### src/rtl/ling_pkg.sv
package ling_pkg;

    localparam int GRP_BITS = 3;

    // Pseudo-carries for the three positions above a group base b.
    // g/t are the group's generate/transmit bits; tin is the transmit bit
    // just below the base (1 for the lowest group); hin is h at the base.
    function automatic logic [2:0] grp_pseudo(
        input logic [2:0] g,
        input logic [2:0] t,
        input logic       tin,
        input logic       hin
    );
        logic [2:0] r;
        r[0] = g[0] | (tin & hin);
        r[1] = g[1] | g[0] | (t[0] & tin & hin);
        r[2] = g[2] | g[1] | (t[1] & g[0]) | (t[1] & t[0] & tin & hin);
        return r;
    endfunction

endpackage

### src/rtl/ling_terms.sv
module ling_terms #(
    parameter int WIDTH = 24
) (
    input  logic [WIDTH-1:0] a,
    input  logic [WIDTH-1:0] b,
    output logic [WIDTH-1:0] gen,
    output logic [WIDTH-1:0] xmit,
    output logic [WIDTH-1:0] half
);
    typedef struct packed {
        logic [WIDTH-1:0] gen;
        logic [WIDTH-1:0] xmit;
        logic [WIDTH-1:0] half;
    } terms_t;

    terms_t terms_d;

    always_comb begin
        terms_d.gen  = a & b;
        terms_d.xmit = a | b;
        terms_d.half = a ^ b;
    end

    assign gen  = terms_d.gen;
    assign xmit = terms_d.xmit;
    assign half = terms_d.half;
endmodule

### src/rtl/ling_hchain.sv
module ling_hchain #(
    parameter int WIDTH = 24
) (
    input  logic [WIDTH-1:0] gen,
    input  logic [WIDTH-1:0] xmit,
    input  logic             cin,
    output logic [WIDTH:0]   hp
);
    import ling_pkg::*;

    localparam int NGRP = WIDTH / GRP_BITS;

    logic [WIDTH:0] hp_d;

    assign hp_d[0] = cin;

    for (genvar k = 0; k < NGRP; k++) begin : g_grp
        localparam int BASE = k * GRP_BITS;
        if (k == 0) begin : g_low
            assign hp_d[BASE+3:BASE+1] =
                grp_pseudo(gen[BASE+:3], xmit[BASE+:3], 1'b1, hp_d[BASE]);
        end else begin : g_up
            assign hp_d[BASE+3:BASE+1] =
                grp_pseudo(gen[BASE+:3], xmit[BASE+:3], xmit[BASE-1], hp_d[BASE]);
        end
    end

    assign hp = hp_d;
endmodule

### src/rtl/ling_sumgen.sv
module ling_sumgen #(
    parameter int WIDTH = 24
) (
    input  logic [WIDTH:0]   hp,
    input  logic [WIDTH-1:0] xmit,
    input  logic [WIDTH-1:0] half,
    input  logic             cin,
    output logic [WIDTH-1:0] res,
    output logic             co
);
    typedef struct packed {
        logic [WIDTH-1:0] res;
        logic             co;
    } out_t;

    out_t out_d;

    always_comb begin
        out_d.res[0] = half[0] ^ cin;
        for (int i = 1; i < WIDTH; i++) begin
            out_d.res[i] = (~hp[i] & half[i]) | (hp[i] & (half[i] ^ xmit[i-1]));
        end
        out_d.co = hp[WIDTH] & xmit[WIDTH-1];
    end

    assign res = out_d.res;
    assign co  = out_d.co;
endmodule

### src/rtl/ling_adder.sv
module ling_adder #(
    parameter int WIDTH = 24
) (
    input  logic [WIDTH-1:0] x,
    input  logic [WIDTH-1:0] y,
    input  logic             cin,
    output logic [WIDTH-1:0] sum,
    output logic             cout
);
    logic [WIDTH-1:0] g_w;
    logic [WIDTH-1:0] t_w;
    logic [WIDTH-1:0] p_w;
    logic [WIDTH:0]   h_w;
    logic [WIDTH-1:0] sum_w;
    logic             cout_w;

    ling_terms #(.WIDTH(WIDTH)) u_terms (
        .a    (x),
        .b    (y),
        .gen  (g_w),
        .xmit (t_w),
        .half (p_w)
    );

    ling_hchain #(.WIDTH(WIDTH)) u_chain (
        .gen  (g_w),
        .xmit (t_w),
        .cin  (cin),
        .hp   (h_w)
    );

    ling_sumgen #(.WIDTH(WIDTH)) u_sum (
        .hp   (h_w),
        .xmit (t_w),
        .half (p_w),
        .cin  (cin),
        .res  (sum_w),
        .co   (cout_w)
    );

    assign sum  = sum_w;
    assign cout = cout_w;
endmodule

### config.mk
export PLATFORM = sky130hd
export DESIGN_NAME = ling_adder
export DESIGN_NICKNAME = d
export VERILOG_FILES = /design/src/rtl/ling_pkg.sv /design/src/rtl/ling_terms.sv /design/src/rtl/ling_hchain.sv /design/src/rtl/ling_sumgen.sv /design/src/rtl/ling_adder.sv
export SDC_FILE = /design/constraint.sdc
export NUM_CORES = 1
export LEC_CHECK = 0
export ABC_AREA = 1
export BUFFER_PORTS_ARGS = -buffer_cell sky130_fd_sc_hd__buf_4
export CAP_MARGIN = 20
export CORE_MARGIN = 3
export CORE_UTILIZATION = 40
export DETAILED_ROUTE_END_ITERATION = 10
export PLACE_DENSITY = 0.77
export SYNTH_ARGS = -nofsm -noshare
export SYNTH_HDL_FRONTEND = slang
export SYNTH_SLANG_ARGS = --single-unit
export TNS_END_PERCENT = 10
### constraint.sdc
create_clock -name vclk -period 3.1
set_input_delay 0.62 -clock vclk [all_inputs]
set_output_delay 0.62 -clock vclk [all_outputs]
set_load 0.02 [all_outputs]
[After elaboration in Yosys (flattened, before gate mapping)]
Index checks and enable logic that the tools add are counted.
Operators by class
  bitwise operators: 221
Operator list (number)
  $and A1 B1 Y1: 100
  $or A1 B1 Y1: 71
  $and A24 B24 Y24: 1
  $or A24 B24 Y24: 1
  $xor A1 B1 Y1: 24
  $xor A24 B24 Y24: 1
  $not A1 Y1: 23
Storage, ports and cells
  flip-flop bits (word level): 0
  bits of input ports: 49
  output and inout bits: 25
  word-level logic and storage cells: 221

[Depth between registers and ports, before layout]
  word-level depth: 21
  depth in mapped cells: 21
  depth with buffers taken out: 21

[By module]
A second synthesis with hierarchy kept.
Second synthesis, totals
  cells, all modules: 353
  area, all modules: 1979.4 um^2
By module, submodules not included
  ling_terms: times used 1, cells an instance 120, area an instance 870.8 um^2, seq. area each 0.0 um^2
  ling_sumgen: times used 1, cells an instance 141, area an instance 563.0 um^2, seq. area each 0.0 um^2
  ling_hchain: times used 1, cells an instance 92, area an instance 545.5 um^2, seq. area each 0.0 um^2

[Least setup slack after synthesis]
Ideal clock, no wire load.
  kind: input to output
  start: input port y[1]
  end: output port cout
  arrival time: 2.154 ns
  data required time: 2.480 ns
  slack: 0.326 ns
  stages on the path: 19
  path buffers: 0
  path through: inv_1 ha_1 nor2_1 nand2_1 nand3_2 nand2_1 nand2_1 nand2_1 nand2_1 nand2_1 nand2_1 nand2_1 nand2_1 nand2_1 nand2_1 nand2_1 nand2_2 nand2_2 a21oi_1
On the way
  cells in the longest elaborated chain, start to end: 19
  elaborated cells on any way between the ends: 23
  classes of those cells: bitwise: 23
Ends and longest elaborated chain
  from (decl): RTL line ling_adder.sv:5  | input logic [WIDTH-1:0] y,
  $and A24 B24 Y24 or $or A24 B24 Y24 (tied branches): RTL line ling_terms.sv:19, ling_terms.sv:20
  $or A1 B1 Y1 or $and A1 B1 Y1 (tied branches) (2 in a row): RTL line ling_pkg.sv:17  | r[2] = g[2] | g[1] | (t[1] & g[0]) | (t[1] & t[0] & tin & hin);
  $or A1 B1 Y1 (*): RTL line ling_pkg.sv:17
  $and A1 B1 Y1 (*): RTL line ling_pkg.sv:17
  $or A1 B1 Y1 (*): RTL line ling_pkg.sv:17
  $and A1 B1 Y1 (*): RTL line ling_pkg.sv:17
  $or A1 B1 Y1 (*): RTL line ling_pkg.sv:17
  $and A1 B1 Y1 (*): RTL line ling_pkg.sv:17
  (+2 left out)
  $or A1 B1 Y1 (*): RTL line ling_pkg.sv:17
  $and A1 B1 Y1 (*): RTL line ling_pkg.sv:17
  $or A1 B1 Y1 (*): RTL line ling_pkg.sv:17
  $and A1 B1 Y1 (*): RTL line ling_pkg.sv:17
  $or A1 B1 Y1 (*): RTL line ling_pkg.sv:17
  $and A1 B1 Y1 (*): RTL line ling_pkg.sv:17
  $or A1 B1 Y1 (*): RTL line ling_pkg.sv:17
  $and A1 B1 Y1 (*): RTL line ling_sumgen.sv:23  | out_d.co = hp[WIDTH] & xmit[WIDTH-1];
  to (decl): RTL line ling_adder.sv:8  | output logic cout
Every way passes the cells marked *; elsewhere a longest branch is shown, timed or not.

[Worst setup path in the final report]
  start: input port x[0]
  end: output port sum[23]
On the way
  cells in the longest elaborated chain, start to end: 21
  elaborated cells on any way between the ends: 25
  classes of those cells: bitwise: 25
Ends and longest elaborated chain
  from (decl): RTL line ling_adder.sv:4  | input logic [WIDTH-1:0] x,
  $and A24 B24 Y24 or $or A24 B24 Y24 (tied branches): RTL line ling_terms.sv:19, ling_terms.sv:20
  $and A1 B1 Y1: RTL line ling_pkg.sv:17
  $or A1 B1 Y1 or $and A1 B1 Y1 (tied branches): RTL line ling_pkg.sv:17
  $or A1 B1 Y1 (*): RTL line ling_pkg.sv:17
  $and A1 B1 Y1 (*): RTL line ling_pkg.sv:17
  $or A1 B1 Y1 (*): RTL line ling_pkg.sv:17
  $and A1 B1 Y1 (*): RTL line ling_pkg.sv:17
  $or A1 B1 Y1 (*): RTL line ling_pkg.sv:17
  (+5 left out)
  $or A1 B1 Y1 (*): RTL line ling_pkg.sv:17
  $and A1 B1 Y1 (*): RTL line ling_pkg.sv:17
  $or A1 B1 Y1 (*): RTL line ling_pkg.sv:17
  $and A1 B1 Y1 (*): RTL line ling_pkg.sv:16  | r[1] = g[1] | g[0] | (t[0] & tin & hin);
  $or A1 B1 Y1 (*): RTL line ling_pkg.sv:16
  $not A1 Y1: RTL line ling_sumgen.sv:21  | out_d.res[i] = (~hp[i] & half[i]) | (hp[i] & (half[i] ^ xmit[i-1]));
  $and A1 B1 Y1: RTL line ling_sumgen.sv:21
  $or A1 B1 Y1 (*): RTL line ling_sumgen.sv:21
  to (decl): RTL line ling_adder.sv:7  | output logic [WIDTH-1:0] sum,
Marks and branches as above.

==> impl_results.md <==
* M2 GR Usage at 25.2%
* Routed length per placed instance at 8.84 um
* Switching share of total power at 52.4%
* # diodes at 0
* Finish-stage setup viols at 0
* WHS at 1.56 ns
* Hold EP: sum[0]
* Buf+Inv Stages, Crit Path at 3
* Slew at the pin closest to its max-slew limit at 0.445 ns
* Hold depth at 3
* Logic pwr share at 100.0%
* Max cap viols at 0
* Total track usage at 13.1%
* Pwr dens at 219 mW/mm^2
* Int Pwr at 224 uW
* Share of cells above drive strength 1 at 31.1%
* Core ar. at 0.00344 mm^2
* Clock buf count at 0
* HP Class: in2out
* Placer Congestion at 0.713
* Fin nets at 398
* Storage cell area at 0 um^2
* Worst VDD drop at 118 uV
* Vias in the first global route at 1339
* Netlist Area Pre-Place at 0.00147 mm^2
* Post-CTS Hold Fix Bufs at 0
* DPL Wire Length at 2840 um
* Worst Setup Path Type: in2out
* Worst path required time at 2.48 ns
* Pin count of the biggest net entering global routing at 5
* Die H at 66.5 um
* Met1 usage at 16.0%
* Met3 usage at 2.02%
* Synth unique cells at 17
* Gr ovfl total at 0
* Non-Filler Instances at 345
* Antenna viol nets, final at 0
* DRC at 0
* Vias at 1515
* Relative slew slack at 70.1%
* Max incr delay on CP at 0.18 ns
* Final wirelength at 3050 um
* Total nets after synthesis at 321
* Yosys warns at 0
* Final period util at 94.9%
* Sequential Power Share at 0%
* RSZ-0062 raised after global routing: yes
* Arrival time at the worst endpoint at 2.32 ns
* Most frequent CP cell: nand2_1
* CP top delay family: simple AND/OR/NAND/NOR gates
* Post-Syn Instances at 224
* Chip width at 66.5 um
* Status: completed
* Detailed Routing Iterations Pass 1 at 4
* 1st-iter DRT viols at 36
* Initial antenna violation count at 0
* Hold wc startpoint: cin
* Mapped Avg Cell Area at 6.54 um^2
* Row count at 21
* Die ar. at 0.00442 mm^2
* Layout area overhead at 46.5%
* CP Max Fanout at 3
* Initial Util at 42.6%
* Cells after DPL at 344
* Via/cell ratio at 4.39
* Startpoint types: input port
* Hold Violations, Final at 0
* IO Pins at 74
* Port buffer count at 74
* Post-synthesis sequential area ratio at 0%
* Seq_cells at 0
* Peak Freq at 340 MHz
* Cell leakage power at 1.33 nW
* Net Sw Power at 247 uW
* Busiest layer in global routing: met2
* Pins Over Slew Limit at 0
* Final Critical Period at 2.94 ns
* CP max stage cell: ha_2
* Crit end category: output port
* Critical path, cell by cell: buf_4 -> inv_1 -> ha_2 -> nor2_1 -> nand2_1 -> nand3_2 -> nand2_1 -> nand2_1 -> nand2_1 -> nand2_1 -> nand2_1 -> nand2_1 -> nand2_1 -> nand2_2 -> nand2_2 -> nand2_2 -> nand2_2 -> nand2_4 -> nand2_2 -> nand2_1 -> nand2_1 -> nand2_1 -> buf_4
* Clock power frac at 0%
* First-pass GRT wire length at 4930 um
[through the flow]
stage | total power [mW] | TNS (ns) | setup slack, ns | utilization, % | instance area [um^2]
3_3_place_gp | 0.454 | 0 | 0.132 | 60.4 | 2080
3_5_place_dp | 0.459 | 0 | 0.120 | 60.4 | 2080
5_1_grt | 0.521 | -0.104 | -0.0374 | 62.3 | 2150
2_1_floorplan | 0.269 | 0 | 0.326 | - | 1470
6_report | 0.471 | 0 | 0.160 | 62.3 | 2150
4_1_cts | 0.460 | 0 | 0.111 | 60.4 | 2080
[cell type report]
class	instances	area, um^2
fillers	312	1300
multi-input cells	154	1260
repair buffers	75	567
inverters	70	263
well taps	46	57.6
[repair_timing]
item	CTS	global route
resized for setup	0	17
setup buffers	0	1
setup endpoints to repair	0	7
[worst min-delay path, cell delays in order]
cell and delay [ns]:
buf_4 0.10, xor2_1 0.07, buf_4 0.15
[worst max path at each step]
stage                     startpoint  endpoint  slack (ns)  depth (start not counted)
final                           x[0]   sum[23]        0.16                         23
after global routing            x[1]   sum[23]       -0.04                         23
after CTS                       y[1]   sum[22]        0.11                         21
after detailed placement        y[1]   sum[22]        0.12                         21
after global placement          y[3]   sum[22]        0.13                         21
after floorplan                 y[1]      cout        0.33                         19
[cell usage in the layout (no fill, tap or decap), drive strengths merged]
cell type | Yosys | routed
buf | 0 | 75
o21ai | 2 | 2
o21bai | 3 | 3
nor3 | 7 | 7
nand3b | 2 | 2
xor2 | 9 | 9
nor2 | 16 | 16
a21oi | 6 | 6
nand2 | 34 | 34
nand3 | 3 | 3
ha | 48 | 48
inv | 70 | 70
or2 | 1 | 1
a211oi | 5 | 5
o31ai | 5 | 5
xnor2 | 13 | 13
[logic make-up (layout without fill, tap and decap cells)]
| group | after synthesis | in the layout | synth area share (%) |
|---|---|---|---|
| buffers and inverters | 70 | 145 | 17.9 |
| XOR/XNOR | 22 | 22 | 13.2 |
| adder cells (fa/ha/maj) | 48 | 48 | 41.0 |
| AND/OR/NAND/NOR | 63 | 63 | 18.5 |
| AO/OA/AOI/OAI | 21 | 21 | 9.39 |
[Yosys cell counts (all sizes together)]
cell | n | area [um^2]
xnor2 | 13 | 114
o21ai | 2 | 10.0
xor2 | 9 | 78.8
nand2 | 34 | 135
nand3 | 3 | 20.0
inv | 70 | 263
a21oi | 6 | 30.0
o31ai | 5 | 37.5
ha | 48 | 601
o21bai | 3 | 22.5
nand3b | 2 | 15.0
a211oi | 5 | 37.5
nor2 | 16 | 60.1
or2 | 1 | 6.26
nor3 | 7 | 35.0
[routing by layer]
layer,up-vias,wire length (um)
met5,-,0
met2,52,1470
met1,636,1290
li1,827,-
met3,0,280
met4,0,0
[power groups by stage]
stage	Combinational [mW]	Clock, mW	Sequential, mW
2_1_floorplan	0.269	0	0
3_5_place_dp	0.459	0	0
6_report	0.471	0	0
5_1_grt	0.521	0	0
4_1_cts	0.460	0	0
3_3_place_gp	0.454	0	0
Note: power is estimated with default switching activity, not from simulation.
